**config.mk**
```make
export PLATFORM = sky130hd
export DESIGN_NAME = adc_seq_ctrl
export DESIGN_NICKNAME = d
export VERILOG_FILES = /design/src/rtl/adc_seq_pkg.sv /design/src/rtl/adc_rank_ctr.sv /design/src/rtl/adc_inj_bank.sv /design/src/rtl/adc_reg_out.sv /design/src/rtl/adc_seq_ctrl.sv
export SDC_FILE = /design/constraint.sdc
export NUM_CORES = 1
export LEC_CHECK = 0
export CORE_MARGIN = 4
export CORE_UTILIZATION = 42
export CTS_BUF_LIST = sky130_fd_sc_hd__clkbuf_8
export DETAILED_ROUTE_END_ITERATION = 6
export PLACE_DENSITY = 0.92
export SYNTH_ARGS = -nofsm -noshare
export SYNTH_HDL_FRONTEND = slang
export SYNTH_SLANG_ARGS = --single-unit
export TNS_END_PERCENT = 30
```
**constraint.sdc**
```tcl
create_clock -name clk_i -period 1.8 [get_ports clk_i]
set_input_delay 0.27 -clock clk_i [delete_from_list [all_inputs] [get_ports clk_i]]
set_output_delay 0.27 -clock clk_i [all_outputs]
set_load 0.005 [all_outputs]
```
**src/rtl/adc_seq_pkg.sv**
```systemverilog
package adc_seq_pkg;
   typedef enum logic {GRP_REG = 1'b0, GRP_INJ = 1'b1} grp_e;
endpackage

```
**src/rtl/adc_rank_ctr.sv**
```systemverilog
module adc_rank_ctr #(
   parameter int DEPTH = 16,
   localparam int IW = $clog2(DEPTH)
) (
   input  logic          clk_i,
   input  logic          rst_ni,
   input  logic          go_i,
   input  logic          adv_i,
   input  logic [IW-1:0] last_i,
   input  logic          wrap_i,
   output logic          run_o,
   output logic [IW-1:0] rank_o,
   output logic          end_o
);
   if (DEPTH < 2 || (DEPTH & (DEPTH - 1)) != 0) begin : g_bad_depth
      $error("adc_rank_ctr: DEPTH must be a power of two of at least 2");
   end

   always_ff @(posedge clk_i or negedge rst_ni) begin
      if (!rst_ni) begin
         run_o  <= 1'b0;
         rank_o <= '0;
         end_o  <= 1'b0;
      end else begin
         end_o <= 1'b0;
         if (!run_o) begin
            rank_o <= '0;
            if (go_i) run_o <= 1'b1;
         end else if (adv_i) begin
            if (rank_o == last_i) begin
               rank_o <= '0;
               end_o  <= 1'b1;
               run_o  <= wrap_i;
            end else begin
               rank_o <= rank_o + 1'b1;
            end
         end
      end
   end

   a_r2_rank_step: assert property (@(posedge clk_i) disable iff (!rst_ni)
      run_o && adv_i && (rank_o != last_i) |=> rank_o == $past(rank_o) + 1'b1);
   a_r11_go_ignored: assert property (@(posedge clk_i) disable iff (!rst_ni)
      run_o && go_i && !adv_i |=> run_o && rank_o == $past(rank_o));
endmodule

```
**src/rtl/adc_inj_bank.sv**
```systemverilog
module adc_inj_bank #(
   parameter int N_SLOT = 4,
   parameter int RES_W  = 12,
   localparam int IW    = $clog2(N_SLOT)
) (
   input  logic                    clk_i,
   input  logic                    rst_ni,
   input  logic                    wr_i,
   input  logic [IW-1:0]           idx_i,
   input  logic [RES_W-1:0]        data_i,
   output logic [N_SLOT*RES_W-1:0] bank_o
);
   for (genvar s = 0; s < N_SLOT; s++) begin : g_slot
      always_ff @(posedge clk_i or negedge rst_ni) begin
         if (!rst_ni) bank_o[s*RES_W +: RES_W] <= '0;
         else if (wr_i && idx_i == IW'(s)) bank_o[s*RES_W +: RES_W] <= data_i;
      end
   end

   a_r5_slot_hold: assert property (@(posedge clk_i) disable iff (!rst_ni)
      !wr_i |=> $stable(bank_o));
endmodule

```
**src/rtl/adc_reg_out.sv**
```systemverilog
module adc_reg_out #(
   parameter int RES_W = 12
) (
   input  logic             clk_i,
   input  logic             rst_ni,
   input  logic             wr_i,
   input  logic [RES_W-1:0] data_i,
   input  logic             ack_i,
   output logic [RES_W-1:0] data_o,
   output logic             req_o,
   output logic             ovr_o
);
   always_ff @(posedge clk_i or negedge rst_ni) begin
      if (!rst_ni) begin
         data_o <= '0;
         req_o  <= 1'b0;
         ovr_o  <= 1'b0;
      end else begin
         if (wr_i) begin
            data_o <= data_i;
            req_o  <= 1'b1;
            if (req_o && !ack_i) ovr_o <= 1'b1;
         end else if (ack_i) begin
            req_o <= 1'b0;
         end
      end
   end

   a_r3_req_hold: assert property (@(posedge clk_i) disable iff (!rst_ni)
      req_o && !ack_i |=> req_o);
   a_r10_ovr_sticky: assert property (@(posedge clk_i) disable iff (!rst_ni)
      ovr_o |=> ovr_o);
endmodule

```
**src/rtl/adc_seq_ctrl.sv**
```systemverilog
module adc_seq_ctrl
   import adc_seq_pkg::*;
#(
   parameter int N_REG = 16,
   parameter int N_INJ = 4,
   parameter int CH_W  = 5,
   parameter int RES_W = 12,
   localparam int REG_IW = $clog2(N_REG),
   localparam int INJ_IW = $clog2(N_INJ)
) (
   input  logic                   clk_i,
   input  logic                   rst_ni,
   input  logic [N_REG*CH_W-1:0]  reg_chan_list_i,
   input  logic [REG_IW-1:0]      reg_count_i,
   input  logic                   reg_loop_i,
   input  logic                   reg_sw_go_i,
   input  logic                   reg_hw_go_i,
   input  logic [N_INJ*CH_W-1:0]  inj_chan_list_i,
   input  logic [INJ_IW-1:0]      inj_count_i,
   input  logic                   inj_sw_go_i,
   input  logic                   inj_hw_go_i,
   output logic                   cv_start_o,
   output logic [CH_W-1:0]        cv_chan_o,
   input  logic                   cv_busy_i,
   input  logic                   cv_done_i,
   input  logic [RES_W-1:0]       cv_result_i,
   output logic [RES_W-1:0]       reg_result_o,
   output logic                   dma_req_o,
   input  logic                   dma_ack_i,
   output logic                   reg_overrun_o,
   output logic [N_INJ*RES_W-1:0] inj_results_o,
   output logic                   inj_irq_o,
   output logic                   reg_active_o,
   output logic                   inj_active_o
);
   if (CH_W < 1 || RES_W < 1) begin : g_bad_width
      $error("adc_seq_ctrl: CH_W and RES_W must be positive");
   end

   logic              wait_q;
   grp_e              grp_q;
   logic [REG_IW-1:0] reg_rank;
   logic [INJ_IW-1:0] inj_rank;
   logic              reg_end;
   logic              reg_adv, inj_adv;
   logic [CH_W-1:0]   reg_ch, inj_ch;

   assign reg_adv = wait_q && cv_done_i && grp_q == GRP_REG;
   assign inj_adv = wait_q && cv_done_i && grp_q == GRP_INJ;
   assign reg_ch  = reg_chan_list_i[reg_rank*CH_W +: CH_W];
   assign inj_ch  = inj_chan_list_i[inj_rank*CH_W +: CH_W];

   adc_rank_ctr #(.DEPTH(N_REG)) u_reg_rank (
      .clk_i, .rst_ni,
      .go_i   (reg_sw_go_i | reg_hw_go_i),
      .adv_i  (reg_adv),
      .last_i (reg_count_i),
      .wrap_i (reg_loop_i),
      .run_o  (reg_active_o),
      .rank_o (reg_rank),
      .end_o  (reg_end)
   );

   adc_rank_ctr #(.DEPTH(N_INJ)) u_inj_rank (
      .clk_i, .rst_ni,
      .go_i   (inj_sw_go_i | inj_hw_go_i),
      .adv_i  (inj_adv),
      .last_i (inj_count_i),
      .wrap_i (1'b0),
      .run_o  (inj_active_o),
      .rank_o (inj_rank),
      .end_o  (inj_irq_o)
   );

   adc_reg_out #(.RES_W(RES_W)) u_reg_out (
      .clk_i, .rst_ni,
      .wr_i   (reg_adv),
      .data_i (cv_result_i),
      .ack_i  (dma_ack_i),
      .data_o (reg_result_o),
      .req_o  (dma_req_o),
      .ovr_o  (reg_overrun_o)
   );

   adc_inj_bank #(.N_SLOT(N_INJ), .RES_W(RES_W)) u_inj_bank (
      .clk_i, .rst_ni,
      .wr_i   (inj_adv),
      .idx_i  (inj_rank),
      .data_i (cv_result_i),
      .bank_o (inj_results_o)
   );

   always_ff @(posedge clk_i or negedge rst_ni) begin
      if (!rst_ni) begin
         wait_q     <= 1'b0;
         grp_q      <= GRP_REG;
         cv_start_o <= 1'b0;
         cv_chan_o  <= '0;
      end else begin
         cv_start_o <= 1'b0;
         if (wait_q && cv_done_i) wait_q <= 1'b0;
         if (!wait_q && !cv_busy_i) begin
            if (inj_active_o) begin
               cv_start_o <= 1'b1;
               cv_chan_o  <= inj_ch;
               grp_q      <= GRP_INJ;
               wait_q     <= 1'b1;
            end else if (reg_active_o) begin
               cv_start_o <= 1'b1;
               cv_chan_o  <= reg_ch;
               grp_q      <= GRP_REG;
               wait_q     <= 1'b1;
            end
         end
      end
   end

   a_r4_start_idle: assert property (@(posedge clk_i) disable iff (!rst_ni)
      cv_start_o |-> !$past(cv_busy_i));
   a_r4_single_start: assert property (@(posedge clk_i) disable iff (!rst_ni)
      cv_start_o |=> !cv_start_o);
   a_r6_irq_pulse: assert property (@(posedge clk_i) disable iff (!rst_ni)
      inj_irq_o |=> !inj_irq_o);
   a_r7_inj_first: assert property (@(posedge clk_i) disable iff (!rst_ni)
      cv_start_o && $past(inj_active_o) |-> grp_q == GRP_INJ);
   a_r8_no_inj_dma: assert property (@(posedge clk_i) disable iff (!rst_ni)
      inj_adv && !dma_req_o |=> !dma_req_o);
endmodule

```
After elaboration in Yosys (flattened, before gate mapping):

Cells that the tools add are included.
W data, S select, Z words.

* flip-flop bits (word level): 79
* latch bits: 0
* memory bits (writable): 0
* bits in read-only memories: 0
* output and inout bits: 71
* memories: 0

* $add $sub $neg: 2
* multiply operators: 2
* divide/modulo/power cells: 0
* order comparisons: 0
* eq/ne operators: 7
* shifts and indexed selects: 2
* multiplexer cells: 30
* bitwise logic cells: 3
* reductions and logical operators: 17

Operators by type and width (count)
* $shiftx A80 B8 Y5: 1
* $mux W1: 22
* $shiftx A20 B6 Y5: 1
* $mux W4: 3
* $mux W5: 2
* $logic_and A1 B1 Y1: 9
* $mul A4 B3 Y7 const B: 1
* $mux W2: 3
* $mul A2 B3 Y5 const B: 1
* $add A4 B1 Y4 const B: 1
* $eq A2 B2 Y1 const B: 2
* $eq A4 B4 Y1: 1
* $reduce_and A2 Y1: 2
* $reduce_bool A2 Y1: 2
* $logic_not A1 Y1: 3
* $add A2 B1 Y2 const B: 1
* $eq A2 B1 Y1 const B: 1
* $eq A2 B2 Y1: 1
* $logic_not A2 Y1: 1
* $ne A2 B1 Y1 const B: 1
* $ne A2 B2 Y1 const B: 1
* $or A1 B1 Y1: 2
* $not A1 Y1: 1

Longest topological paths before layout:

Gate-level depths: netlist of run 1.

* depth in word-level cells: 5
* depth in mapped cells: 7

Modules after synthesis:

A second synthesis of run 1 with hierarchy kept.

* cell total of the unflattened synthesis: 295
* area, all modules: 4047.6 µm²

By module, submodules not included
* adc_inj_bank: times used 1, cells an instance 104, area each 1801.7 µm²
* adc_seq_ctrl: times used 1, cells an instance 108, area each 1158.6 µm²
* adc_reg_out: times used 1, cells an instance 30, area each 548.0 µm²
* adc_rank_ctr at u_reg_rank: times used 1, cells an instance 34, area each 335.3 µm²
* adc_rank_ctr at u_inj_rank: times used 1, cells an instance 19, area each 203.9 µm²

Least setup slack after synthesis of run 1:

Ideal clock, no wire load.

* kind: flip-flop to flip-flop
* start: register u_inj_rank.rank_o[1]
* end: register u_inj_bank.bank_o[14]
* library setup time: 0.128 ns
* arrival: 1.528 ns
* required time: 1.672 ns
* path slack: 0.144 ns
* cell stages (with the launch flop): 7
* path through: dfrtp_1 clkbuf_1 inv_1 ha_1 nand2_1 buf_2 mux2_1

* cells in the longest elaborated chain, start to end: 2

Ends and longest elaborated chain
* start, declared: RTL line adc_rank_ctr.sv:12 `output logic [IW-1:0] rank_o,`
* start signal, assigned: RTL line adc_rank_ctr.sv:35 `rank_o <= rank_o + 1'b1;`
* $eq A2 B1 Y1: RTL line adc_inj_bank.sv:16 `else if (wr_i && idx_i == IW'(s)) bank_o[s*RES_W +: RES_W] <= data_i;`
* $logic_and A1 B1 Y1: RTL line adc_inj_bank.sv:16
* end signal, assigned by index: RTL line adc_inj_bank.sv:16
* end, declared: RTL line adc_inj_bank.sv:11 `output logic [N_SLOT*RES_W-1:0] bank_o`

Every way passes these cells.
A chain may end at the register's enable or synchronous reset.

Worst setup path in the final report of run 1:

* start: register u_reg_rank.rank_o[0]
* end: register u_reg_rank.rank_o[3]

* cells in the longest elaborated chain, start to end: 4
* elaborated cells on any way between the ends: 5
* those cells by class: add/sub: 1; eq/ne: 1; mux: 3

Ends and longest elaborated chain
* start, declared: RTL line adc_rank_ctr.sv:12
* start signal, assigned: RTL line adc_rank_ctr.sv:35
* $add A4 B1 Y4 or $eq A4 B4 Y1 (tied branches): RTL line adc_rank_ctr.sv:35, adc_rank_ctr.sv:30
* $mux W4 *: RTL line adc_rank_ctr.sv:30 `if (rank_o == last_i) begin`
* $mux W4 *: RTL line adc_rank_ctr.sv:29 `end else if (adv_i) begin`
* $mux W4 *: RTL line adc_rank_ctr.sv:26 `if (!run_o) begin`

Every way passes the cells marked *; elsewhere a longest branch is shown, timed or not. The select of a mux whose other input is x is not followed.

==> flow_summary_export.csv, run 1 <==
group,metric,value,unit
sta,worstMarginPinSlew,0.443,ns
worst_setup_path,crit_path_end_kind,"flip-flop",
synthesis,syn_avg_cell_area,13.8,um^2
synthesis,synth_area,3970,um^2
sta,layout_min_cycle_time,1.62,ns
placed_design,routabilityCongestion,0.806,
sta,timing.final.setup_violations,0,
clocking,cts_post_setup_buffers_inserted,0,
worst_setup_path,reg2reg_depth,4,
synthesis,fraction_of_synthesis_flops_using_an_asynchronous_set_or_reset_pin,1.00,
floorplanning,core,9240,um^2
worst_setup_path,critical_path_depth,4,
sta,hold-worst-slack,0.398,ns
synthesis,yosys-top-cells-count,"79 x dfrtp_1, 57 x mux2_1, 20 x mux2i_1, 15 x mux4_2, 14 x nand2_1",
run,cap_violations,0,
floorplanning,num_rows,35,
floorplanning,io_pins,199,
sta,final.period_utilization,0.899,
synthesis,mux_contribution_to_synthesized_area,0.306,
drt,drt_drc_violations_left,0,
cells_and_area,layout.cells.non_filler,632,
sta,final_hold_viol_count,0,
clocking,cts_buffer_depth,2,
sta,maxSlewHeadroom,0.705,
power_and_ir_drop,power.static_leakage,2.68,nW
clocking,cts_max_level,3,
synthesis,synth_top_area_cell,"dfrtp_1",
clocking,cts.sinks,79,
synthesis,post_synth_and_or_nand_nor_area_fraction,0.0529,
floorplanning,die_area,11100,um^2
drt,dr.first_iter.drc_count,88,
global_routing,grt_max_degree,46,
drt,number_of_optimization_iterations_in_the_first_detailed_route_pass,4,
placed_design,placement.io_buffers,198,
synthesis,ys_seq_elements,79,
worst_setup_path,worstPathRequired,2.05,ns
synthesis,synthesis.instances,288,
worst_setup_path,criticalPathCategory,"reg2reg",
run_status,run_status,"complete, no violations",
sta,clock.fmax,618,MHz
drt,vias,3260,
clocking,cts-buffers-inserted,9,
synthesis,synth_adder_area_share,0.0158,
synthesis,combinational_family_with_the_most_area_after_synthesis,"multiplexers",
clocking,worstSkewPairLatency,0.35,ns
cells_and_area,final_util,0.694,
synthesis,ys_warn_count,0,
global_routing,global_route.usage.total,0.214,
worst_setup_path,crit_path_max_incr_delay,0.57,ns
drt,post_drt_via_cell_ratio,5.16,
cells_and_area,design_area,6410,um^2
placed_design,dpl_cell_area,6180,um^2
worst_setup_path,path_cells,"and2_1 -> nand2_1 -> or4_1 -> a31oi_1",
synthesis,syn_nets,421,
worst_setup_path,critical-path-top-delay-family,"simple AND/OR/NAND/NOR gates",
sta,final.setup_skew,0.0118,ns
worst_setup_path,critical_path_buf_inv_count,0,
synthesis,dominant_cell_by_count_in_the_synthesized_netlist,"dfrtp_1",
synthesis,synthesized_area_fraction_occupied_by_ao_oa_aoi_and_oai_cells,0.0722,
worst_hold_path,hold_path.class,"in2async",
sta,rsz0062_at_grt,"false",
worst_setup_path,cp_max_fo,10,
floorplanning,initial_core_util,0.430,
clocking,cell_at_the_root_of_the_clock_tree,"clkbuf_8",
synthesis,post_synth_xor_area_fraction,0.0208,
placed_design,post-place-cells,615,
placed_design,dp_hpwl,9.66,mm
cells_and_area,n_antenna_cell,0,
clocking,clk_pin_slew_worst_paths,0.09,ns
worst_setup_path,regToRegEndpoint,"u_reg_rank.rank_o[3]",
floorplanning,die_h,105,um
synthesis,synth_enable_flop_cells,0,
synthesis,synth-seq-area-share,0.498,
worst_setup_path,worst_r2r_startpoint,"u_reg_rank.rank_o[0]",
cells_and_area,nets,631,
global_routing,first_global_vias,3719,
worst_setup_path,timing.critical_path.slowest_stage_cell,"dfrtp_1",
synthesis,synth.distinct_cells,42,
global_routing,first_pass_grt_wire_length,18.5,mm
power_and_ir_drop,vdd_drop_max,0.000714,V
worst_setup_path,worstPathArrival,1.87,ns
synthesis,synth_top_area_frac,0.498,
synthesis,ys.flop_type,"dfrtp_1",
cells_and_area,fillerInstances,635,
global_routing,grt_antenna_before_repair,0,
synthesis,synthTopCellsByArea,"dfrtp_1 50%, mux2_1 16%, mux4_2 8.5%, mux2i_1 5.0%, xor2_2 1.6%",
floorplanning,die_width,105,um
worst_setup_path,setup.reg_to_reg.worst_slack,0.18,ns
drt,ant_nets,0,
cells_and_area,final_layout_size_suffix_gt1_frac,0.121,
cells_and_area,layout-area-overhead-vs-synth,61.6,%
power_and_ir_drop,power.density,1280,nW/um^2
worst_setup_path,critPathLaunchType,"flip-flop",
sta,finalMaxSlewViolations,0,
drt,route.detailed.wl_per_inst,18.2,um
clocking,cts_tree,"built",
global_routing,globalRoute.totalOverflow,0,
drt,route.final.wire_length,11.5,mm
## repair_timing
action	4_1_cts	5_1_grt
endpoints found under the hold margin	34	0
endpoints found under the setup margin	0	2
gates resized for setup	0	2
hold buffers	1	0
## placed cells by master, fill, tap and decap left out, types with 2 or more instances in the layout
cell type | netlist | final
o21ai_1 | 4 | 4
o21ai_0 | 2 | 2
inv_1 | 3 | 3
mux4_2 | 15 | 15
xor2_2 | 4 | 4
clkinv_2 | 0 | 3
a31oi_1 | 7 | 7
nand2_1 | 14 | 14
ha_1 | 5 | 5
o211ai_1 | 6 | 6
xor2_1 | 2 | 2
o22ai_1 | 6 | 6
nor2_1 | 5 | 5
mux2_2 | 3 | 3
dfrtp_1 | 79 | 78
bufinv_16 | 0 | 2
buf_12 | 0 | 4
clkbuf_8 | 0 | 10
a21oi_1 | 2 | 2
nand3b_1 | 3 | 3
mux2i_1 | 20 | 20
a22oi_1 | 5 | 5
clkdlybuf4s50_1 | 0 | 197
mux2_1 | 57 | 57
and3_1 | 2 | 2
buf_4 | 2 | 16
a221oi_1 | 5 | 5
and2_1 | 3 | 4
o21bai_1 | 2 | 2
nor3_1 | 3 | 3
## where the power goes
group | total (mW) | leakage (nW) | switching, mW | internal, mW
logic | 3.82 | 1.59 | 1.38 | 2.45
registers | 2.94 | 0.972 | 0.448 | 2.50
clock network | 1.43 | 0.116 | 0.617 | 0.814
## cell type report
cell class / instances / area (um^2) / share of cell area
tap: 129 / 161 / 0.0252
timing repair buffer: 218 / 2180 / 0.340
inverter: 4 / 15.0 / 0.00234
clock inverter: 6 / 83.8 / 0.0131
multi-input combinational: 186 / 1860 / 0.289
sequential: 79 / 1980 / 0.308
clock buffer: 10 / 138 / 0.0215
## kinds of logic (layout without fill, tap and decap cells)
kind of cell / after synthesis / count (layout)
adders and majority gates: 5 / 5
and+or+nand+nor: 38 / 38
muxes: 95 / 95
DFF: 79 / 79
AOI/OAI and AO/OA: 42 / 42
buffers and inverters: 23 / 238
xor gates and xnor gates: 6 / 6
## metal layers
metal / part of all wire / GRT usage / wire length, um
met5: 0 / 0 / 0
met4: 0.050 / 0.125 / 580
met2: 0.53 / 0.385 / 6100
met3: 0.068 / 0.0514 / 788
met1: 0.35 / 0.228 / 4050
## flip-flops by register name, summed over array words and instances (netlist names), 2 cells and up
| signal | count |
|---|---|
| u_inj_bank.bank_o | 48 |
| u_reg_out.data_o | 12 |
| cv_chan_o | 5 |
| u_reg_rank.rank_o | 4 |
| u_inj_rank.rank_o | 2 |
## stage by stage
| step | total power [mW] | setup TNS [ns] | setup WS, ns |
|---|---|---|---|
| final | 8.20 | 0 | 0.183 |
| after global routing | 8.71 | 0 | 0.0642 |
| after CTS | 8.31 | 0 | 0.0712 |
| after detailed placement | 6.86 | -0.0131 | -0.0129 |
| after global placement | 6.69 | 0 | 0.0258 |
| after floorplan | 4.68 | 0 | 0.144 |
## worst max-delay path by stage
stage,startpoint,endpoint
floorplan,u_inj_rank.rank_o[1],u_inj_bank.bank_o[14]
global placement,reg_count_i[2],u_reg_rank.rank_o[3]
global route,u_reg_rank.rank_o[0],u_reg_rank.rank_o[3]
CTS,u_reg_rank.run_o,reg_active_o
detailed placement,reg_count_i[3],u_reg_rank.rank_o[3]
finish,u_reg_rank.rank_o[0],u_reg_rank.rank_o[3]
Power figures use the tool's default switching activity.
==> run 2: changes to the inputs <==
Settings changed: CAP_MARGIN from default to 20.
==> results of run 2 <==
The final DEF is identical to that of run 1; final timing and power are the same.
==> run 3: changes to the inputs <==
Settings changed: CORE_MARGIN 4 to 5, CTS_CLUSTER_SIZE from default to 24, SKIP_LAST_GASP from default to 1.
==> run 3 against run 2 <==
Net effect: via count grew 1.1%; clock skew down 0.0019 ns; cell count down 0.16%; hold slack better by 0.043 ns; final area decreased by 0.57%; clock power is 13% lower; total power fell by 2.0%; highest routed layer unchanged.
==> flow_summary_export.csv, run 3 (synthesis results as in run 1) <==
group,metric,value,unit
run_status,run_status,"complete, no violations",
worst_setup_path,critPathLaunchType,"flip-flop",
clocking,cts.sinks,79,
sta,maxSlewHeadroom,0.649,
worst_setup_path,criticalPathCategory,"reg2reg",
global_routing,grt_max_degree,41,
worst_setup_path,cp_max_fo,25,
clocking,cts-buffers-inserted,9,
cells_and_area,design_area,6380,um^2
clocking,cts_tree,"built",
clocking,cts_buffer_depth,2,
sta,final_hold_viol_count,0,
floorplanning,die_h,107,um
worst_setup_path,timing.critical_path.slowest_stage_cell,"or4_1",
clocking,clk_pin_slew_worst_paths,0.08,ns
power_and_ir_drop,power.combinational.fraction,0.480,
drt,route.detailed.wl_per_inst,18.8,um
sta,finalMaxSlewViolations,0,
cells_and_area,final_layout_size_suffix_gt1_frac,0.116,
worst_setup_path,worst_r2r_startpoint,"u_reg_rank.rank_o[1]",
worst_setup_path,critical_path_depth,5,
cells_and_area,final_util,0.690,
sta,final.period_utilization,0.949,
cells_and_area,max_flop_register,"u_inj_bank.bank_o",
worst_setup_path,crit_path_max_incr_delay,0.53,ns
worst_setup_path,critical-path-top-delay-family,"simple AND/OR/NAND/NOR gates",
cells_and_area,reg_top3,"u_inj_bank.bank_o: 48 flops, u_reg_out.data_o: 12 flops, cv_chan_o: 5 flops",
cells_and_area,seq_area,1980,um^2
floorplanning,io_pins,199,
power_and_ir_drop,power.density,1260,nW/um^2
placed_design,dp_hpwl,9.91,mm
floorplanning,initial_core_util,0.430,
power_and_ir_drop,power.share.clock,0.154,
sta,worstMarginPinSlew,0.527,ns
power_and_ir_drop,pwr-share-seq,0.365,
cells_and_area,multi_input_comb_area,1860,um^2
cells_and_area,largest_register_ff_count,48,
cells_and_area,fillerInstances,668,
drt,vias,3297,
sta,timing.final.setup_violations,0,
placed_design,dpl_cell_area,6170,um^2
worst_setup_path,worstPathArrival,1.96,ns
worst_setup_path,setup.reg_to_reg.worst_slack,0.09,ns
run,cap_violations,0,
power_and_ir_drop,switchingPower,2.47,mW
placed_design,routabilityCongestion,0.793,
worst_setup_path,critical_path_buf_inv_count,1,
cells_and_area,n_antenna_cell,0,
global_routing,first_global_vias,3665,
worst_setup_path,crit_path_end_kind,"flip-flop",
global_routing,global_route.usage.total,0.207,
drt,drt_drc_violations_left,0,
power_and_ir_drop,sw_frac_of_total,0.308,
floorplanning,die_area,11500,um^2
drt,post_drt_via_cell_ratio,5.23,
sta,final.setup_skew,0.00993,ns
placed_design,placement.io_buffers,198,
floorplanning,die_width,107,um
global_routing,first_pass_grt_wire_length,18.4,mm
drt,dr.first_iter.drc_count,106,
worst_setup_path,path_cells,"buf_12 -> xor2_2 -> nor4_4 -> or4_1 -> a31oi_1",
worst_setup_path,reg2reg_depth,5,
power_and_ir_drop,power.static_leakage,2.66,nW
global_routing,grt_antenna_before_repair,0,
floorplanning,num_rows,35,
floorplanning,core,9240,um^2
power_and_ir_drop,internal-power,5.56,mW
clocking,cell_at_the_root_of_the_clock_tree,"clkbuf_8",
worst_setup_path,worstPathRequired,2.05,ns
clocking,cts_max_level,3,
sta,clock.fmax,586,MHz
cells_and_area,layout-area-overhead-vs-synth,60.6,%
worst_setup_path,regToRegEndpoint,"u_reg_rank.rank_o[3]",
power_and_ir_drop,vdd_drop_max,0.000504,V
drt,route.final.wire_length,11.8,mm
drt,ant_nets,0,
sta,layout_min_cycle_time,1.71,ns
sta,rsz0062_at_grt,"false",
cells_and_area,commonest_non_fill_non_tap_cell_in_the_layout,"clkdlybuf4s50_1",
clocking,worstSkewPairLatency,0.34,ns
cells_and_area,nets,630,
drt,number_of_optimization_iterations_in_the_first_detailed_route_pass,4,
global_routing,globalRoute.totalOverflow,0,
worst_hold_path,hold_path.class,"in2async",
cells_and_area,most_frequent_cells_in_the_layout,"197 x clkdlybuf4s50_1, 79 x dfrtp_1, 57 x mux2_1",
run 3: stage by stage:
stage / hold slack (ns) / worst slack [ns] / total power [mW] / instances / TNS, ns
floorplan: -0.0256 / 0.144 / 4.68 / 288 / 0
global placement: 0.275 / 0.0278 / 6.69 / 614 / 0
detailed placement: 0.286 / -0.0894 / 6.89 / 614 / -0.0961
CTS: 0.451 / 0.0535 / 8.14 / 631 / 0
global route: 0.491 / 0.00651 / 8.53 / 631 / 0
finish: 0.441 / 0.0926 / 8.03 / 631 / 0
run 3: final cells by class:
class | instances | area share
inverters | 4 | 0.00235
flip-flops and latches | 79 | 0.310
clock buffers | 12 | 0.0259
multi-input cells | 186 | 0.291
clock inverters | 4 | 0.00451
repair buffers | 217 | 0.341
well taps | 129 | 0.0253
run 3: per-layer routing:
| layer | GRT usage | wire [um] |
|---|---|---|
| met5 | 0 | 0 |
| met4 | 0.0822 | 305 |
| met3 | 0.0397 | 855 |
| met2 | 0.387 | 6490 |
| met1 | 0.228 | 4200 |
run 3: worst max path at each step:
stage                              start                     to  slack (ns)
floorplan           u_inj_rank.rank_o[1]  u_inj_bank.bank_o[14]        0.14
global placement          reg_count_i[1]   u_reg_rank.rank_o[3]        0.03
detailed placement        reg_count_i[3]   u_reg_rank.rank_o[3]       -0.09
CTS                 u_reg_rank.rank_o[1]   u_reg_rank.rank_o[3]        0.05
global route        u_reg_rank.rank_o[1]   u_reg_rank.rank_o[3]       0.007
finish              u_reg_rank.rank_o[1]   u_reg_rank.rank_o[3]        0.09
run 3: timing repair:
item / CTS / global route
hold buffers: 1 / 0
resized for setup: 0 / 1
setup endpoints to repair: 0 / 1
buffers inserted: 0 / 0
endpoints found under the hold margin: 38 / 0
run 3: power groups by stage:
stage | clock (mW) | combinational, mW | sequential [mW]
finish | 1.24 | 3.86 | 2.93
global route | 1.35 | 4.16 | 3.03
CTS | 1.28 | 3.92 | 2.94
detailed placement | 0 | 3.91 | 2.98
global placement | 0 | 3.77 | 2.92
floorplan | 0 | 1.75 | 2.93
